**src/rtl/sk_pkg.sv**
```systemverilog
`timescale 1ns/1ps
package sk_pkg;

  // generate/propagate pair of a span of bit positions
  typedef struct packed {
    logic g;
    logic p;
  } sk_gp_t;

  // full combine: both span terms for a span not yet reaching the bottom
  function automatic sk_gp_t sk_black(input sk_gp_t hi, input sk_gp_t lo);
    sk_gp_t r;
    r.g = hi.g | (hi.p & lo.g);
    r.p = hi.p & lo.p;
    return r;
  endfunction

  // reduced combine: low span already ends at the bottom, only the generate is kept
  function automatic logic sk_grey(input sk_gp_t hi, input logic lo_g);
    return hi.g | (hi.p & lo_g);
  endfunction

endpackage

```
**src/rtl/sk_pregen.sv**
```systemverilog
`timescale 1ns/1ps
module sk_pregen #(
  parameter int W = 16
) (
  input  logic [W-1:0] a_i,
  input  logic [W-1:0] b_i,
  input  logic         cin_i,
  output logic [W-1:0] gen_o,
  output logic [W-1:0] prop_o
);

  for (genvar i = 0; i < W; i++) begin : g_bit
    assign prop_o[i] = a_i[i] ^ b_i[i];
    if (i == 0) begin : g_low
      // carry-in behaves as a generating position below bit 0
      assign gen_o[i] = (a_i[i] & b_i[i]) | ((a_i[i] ^ b_i[i]) & cin_i);
    end else begin : g_up
      assign gen_o[i] = a_i[i] & b_i[i];
    end
  end

  // a plain position can never both generate and propagate
  always_comb begin
    for (int i = 1; i < W; i++) begin
      assert_gen_prop_exclusive_R2: assert (!(gen_o[i] && prop_o[i]))
        else $error("position %0d both generates and propagates", i);
    end
  end

endmodule

```
**src/rtl/sk_prefix_tree.sv**
```systemverilog
`timescale 1ns/1ps
module sk_prefix_tree
  import sk_pkg::*;
#(
  parameter int W = 16
) (
  input  logic [W-1:0] gen_i,
  input  logic [W-1:0] prop_i,
  output logic [W-1:0] span_g_o
);

  localparam int LEVELS = (W > 1) ? $clog2(W) : 1;

  always_comb begin
    logic [W-1:0] gc, pc, gn, pn;
    int lo;
    gc = gen_i;
    pc = prop_i;
    for (int k = 0; k < LEVELS; k++) begin
      gn = gc;
      pn = pc;
      for (int i = 0; i < W; i++) begin
        if (((i >> k) & 1) == 1) begin
          // highest position below the 2^k-aligned block holding i
          lo = ((i >> k) << k) - 1;
          if (i < (2 << k)) begin
            gn[i] = sk_grey('{g: gc[i], p: pc[i]}, gc[lo]);
            pn[i] = 1'b0;
          end else begin
            {gn[i], pn[i]} = sk_black('{g: gc[i], p: pc[i]}, '{g: gc[lo], p: pc[lo]});
          end
        end
      end
      gc = gn;
      pc = pn;
    end
    span_g_o = gc;
  end

  always_comb begin
    assert_bottom_passthrough_R4: assert (span_g_o[0] == gen_i[0])
      else $error("bottom span differs from its own generate");
    for (int i = 0; i < W; i++) begin
      assert_span_keeps_own_gen_R5: assert (!(gen_i[i] && !span_g_o[i]))
        else $error("span %0d lost its own generate", i);
    end
  end

endmodule

```
**src/rtl/sk_sumgen.sv**
```systemverilog
`timescale 1ns/1ps
module sk_sumgen #(
  parameter int W = 16
) (
  input  logic [W-1:0] prop_i,
  input  logic [W-1:0] span_g_i,
  input  logic         cin_i,
  output logic [W-1:0] sum_o,
  output logic         cout_o
);

  for (genvar i = 0; i < W; i++) begin : g_sum
    if (i == 0) begin : g_low
      assign sum_o[i] = prop_i[i] ^ cin_i;
    end else begin : g_up
      assign sum_o[i] = prop_i[i] ^ span_g_i[i-1];
    end
  end

  assign cout_o = span_g_i[W-1];

endmodule

```
**src/rtl/sk_adder.sv**
```systemverilog
`timescale 1ns/1ps
module sk_adder #(
  parameter int W = 16
) (
  input  logic [W-1:0] a_i,
  input  logic [W-1:0] b_i,
  input  logic         cin_i,
  output logic [W-1:0] sum_o,
  output logic         cout_o
);

  logic [W-1:0] gen_w, prop_w, span_g_w;

  sk_pregen #(.W(W)) u_pre (
    .a_i    (a_i),
    .b_i    (b_i),
    .cin_i  (cin_i),
    .gen_o  (gen_w),
    .prop_o (prop_w)
  );

  sk_prefix_tree #(.W(W)) u_tree (
    .gen_i    (gen_w),
    .prop_i   (prop_w),
    .span_g_o (span_g_w)
  );

  sk_sumgen #(.W(W)) u_sum (
    .prop_i   (prop_w),
    .span_g_i (span_g_w),
    .cin_i    (cin_i),
    .sum_o    (sum_o),
    .cout_o   (cout_o)
  );

  always_comb begin
    assert_total_matches_R1: assert ({cout_o, sum_o} ==
        ({1'b0, a_i} + {1'b0, b_i} + {{W{1'b0}}, cin_i}))
      else $error("result differs from operand total");
    assert_low_sum_bit_R4: assert (sum_o[0] == (a_i[0] ^ b_i[0] ^ cin_i))
      else $error("sum bit 0 wrong");
  end

endmodule

```
**config.mk**
```make
export PLATFORM = sky130hd
export DESIGN_NAME = sk_adder
export DESIGN_NICKNAME = d
export VERILOG_FILES = /design/src/rtl/sk_pkg.sv /design/src/rtl/sk_pregen.sv /design/src/rtl/sk_prefix_tree.sv /design/src/rtl/sk_sumgen.sv /design/src/rtl/sk_adder.sv
export SDC_FILE = /design/constraint.sdc
export NUM_CORES = 1
export LEC_CHECK = 0
export ABC_AREA = 1
export BUFFER_PORTS_ARGS = -buffer_cell sky130_fd_sc_hd__buf_2
export CORE_UTILIZATION = 40
export DETAILED_ROUTE_END_ITERATION = 16
export PLACE_DENSITY = 0.71
export SLEW_MARGIN = 20
export SYNTH_ARGS = -nofsm -noshare
export SYNTH_HDL_FRONTEND = slang
export SYNTH_HIERARCHICAL = 1
export SYNTH_SLANG_ARGS = --single-unit
```
**constraint.sdc**
```tcl
create_clock -name vclk -period 4.1
set_input_delay 0.41 -clock vclk [all_inputs]
set_output_delay 0.41 -clock vclk [all_outputs]
set_load 0.1 [all_outputs]
```
==> results.yml <==
setup_path:
  cp_top_family: "simple AND/OR/NAND/NOR gates"
  cp_slowest_stage_delay_ns: 0.42
  path_cells: "buf_2 -> ha_1 -> nand2_1 -> nand2_1 -> nand2_2 -> nand2_4 -> nand2_2 -> nand2_4 -> nand2_4 -> nand2_8 -> nand2_2 -> nand2_2 -> inv_1 -> nand2_1 -> nand2_1 -> buf_2"
  slowest_stage: "buf_2"
  cp-end-kind: "primary output"
  cp.arrival_ns: 2.11
  path_buf_inv: 3
  start_kind: "input pin"
  path_class: "in -> out"
  worstPathRequired_ns: 3.69
  cp_max_fo: 10
status:
  status: "complete, no violations"
floorplan:
  dieWidth_um: 52.0
  rows: 17
  fp.dieArea_um2: 2700
  ioPinCount: 50
  start_util_pct: 43.9
  coreArea_um2: 2280
  fp.dieH_um: 52.0
routing:
  drtPass1Iterations: 4
  dr.first_iter.drc_count: 23
  routedWlPerCell_um: 6.71
  routed_wl_mm: 1.77
  vias_per_cell: 4.09
  antenna_left: 0
  routed-via-count: 1081
  drc_errors: 0
final_layout:
  finalInstanceArea_um2: 1270
  nFlopsAndLatches: 0
  area_growth_syn_to_layout_pct: 27.0
  drive_gt1_share_pct: 35.6
  layout_commonest_cell: "nand2_1"
  mostFrequentLayoutCells: "70 x nand2_1, 50 x buf_2, 48 x inv_1, 21 x nand2_2, 16 x ha_1"
  nFillCells: 242
  multi_input_area_um2: 786
  regArea_um2: 0
  antenna_cells: 0
  clock_buffers: 0
  final_nets: 287
grt:
  overflow: 0
  grt_pass1_vias: 777
  grt_util_all_layers_pct: 12.8
  grt_pass1_wl_mm: 2.89
  antenna_found_initial: 0
  grt_max_degree: 11
yosys:
  synth.distinct_cells: 18
  seq_area_frac_synth_pct: 0
  synth_nets: 237
  synth_area_um2: 1000
  yosysWarnings: 6
  synth.avg_cell_area_um2: 5.32
  postSynthCellCount: 188
cts:
  cts_resized: 0
  postCtsSetupRepairBufs: 0
  hold_buffers: 0
timing:
  final_max_slew_viol_count: 0
  finalSetupTns_ns: 0
  slew_headroom_pct: 66.7
  fmax_ghz: 0.397
  finalHoldViolCount: 0
  period_share_pct: 61.5
  rsz0062_at_grt: "no"
  final.min_clock_period_ns: 2.52
  worst_pin_slew_ns: 0.504
  finalSetupViolations: 0
job:
  maxCapViolCount: 0
pwr:
  vdd_drop_max_v: 0.000192
  power_leakage_nw: 0.925
  p_per_area_nw_per_um2: 305
placed_design:
  dp_hpwl_mm: 1.59
  routabilityCongestion: 0.739
  port_buffers: 50
  placed_cell_area_um2: 1270
min_path:
  hold_class: "in -> out"
layout make-up:
class,instances,share of cell area (%)
Multi-Input combinational cell,133,61.9
Inverter,53,15.7
Tap cell,28,2.76
Timing Repair Buffer,50,19.7
per-stage QoR:
stage	worst slack [ns]	utilization (%)	instances	total power (W)	hold slack, ns
after floorplan	1.60	-	188	0.000334	1.38
after global placement	1.59	55.8	264	0.000387	1.31
after detailed placement	1.57	55.8	264	0.000389	1.31
after CTS	1.57	55.8	264	0.000390	1.31
after global routing	1.42	55.8	264	0.000414	1.34
final	1.58	55.8	264	0.000387	1.31
final timing paths:
check | startpoint | end | slack, ns | cells past startpoint
setup / recovery | a_i[0] | sum_o[15] | 1.58 | 16
hold / removal | cin_i | sum_o[0] | 1.31 | 4
power breakdown:
group | switching, W | internal, W | leakage (nW)
sequential | 0 | 0 | 0
clock | 0 | 0 | 0
combinational | 0.000305 | 0.0000820 | 0.925
total | 0.000305 | 0.0000820 | 0.925
cell families (layout without fill, tap and decap cells):
| kind of cell | count (synthesis) | after routing | synth area share, % |
|---|---|---|---|
| adder cells (fa/ha/maj) | 16 | 16 | 20.0 |
| AND/OR/NAND/NOR | 105 | 105 | 50.4 |
| buffers and inverters | 55 | 103 | 21.4 |
| AO/OA/AOI/OAI | 12 | 12 | 8.14 |
synthesized netlist by cell type, drive strengths merged:
master	instances	area share (%)
nand2	95	45
ha	16	20
a21oi	10	6.5
nand3	3	1.5
inv	52	20
a21o	2	1.6
nor2	6	2.5
buf	2	1.5
nor3	1	1.6
clkinv	1	0.38
worst min-delay path: cells and delay by family:
kind	cells	cell delay [ns]
buf+inv	2	0.39
simple gates	2	0.10
layer usage:
layer / vias to the layer above / track usage, % / share of wire, %
met5: - / 0 / 0
met4: 0 / 0 / 0
met3: 0 / 0 / 5.0
met2: 26 / 21.8 / 42
met1: 415 / 18.9 / 53
li1: 640 / - / -
Power figures use the tool's default switching activity.
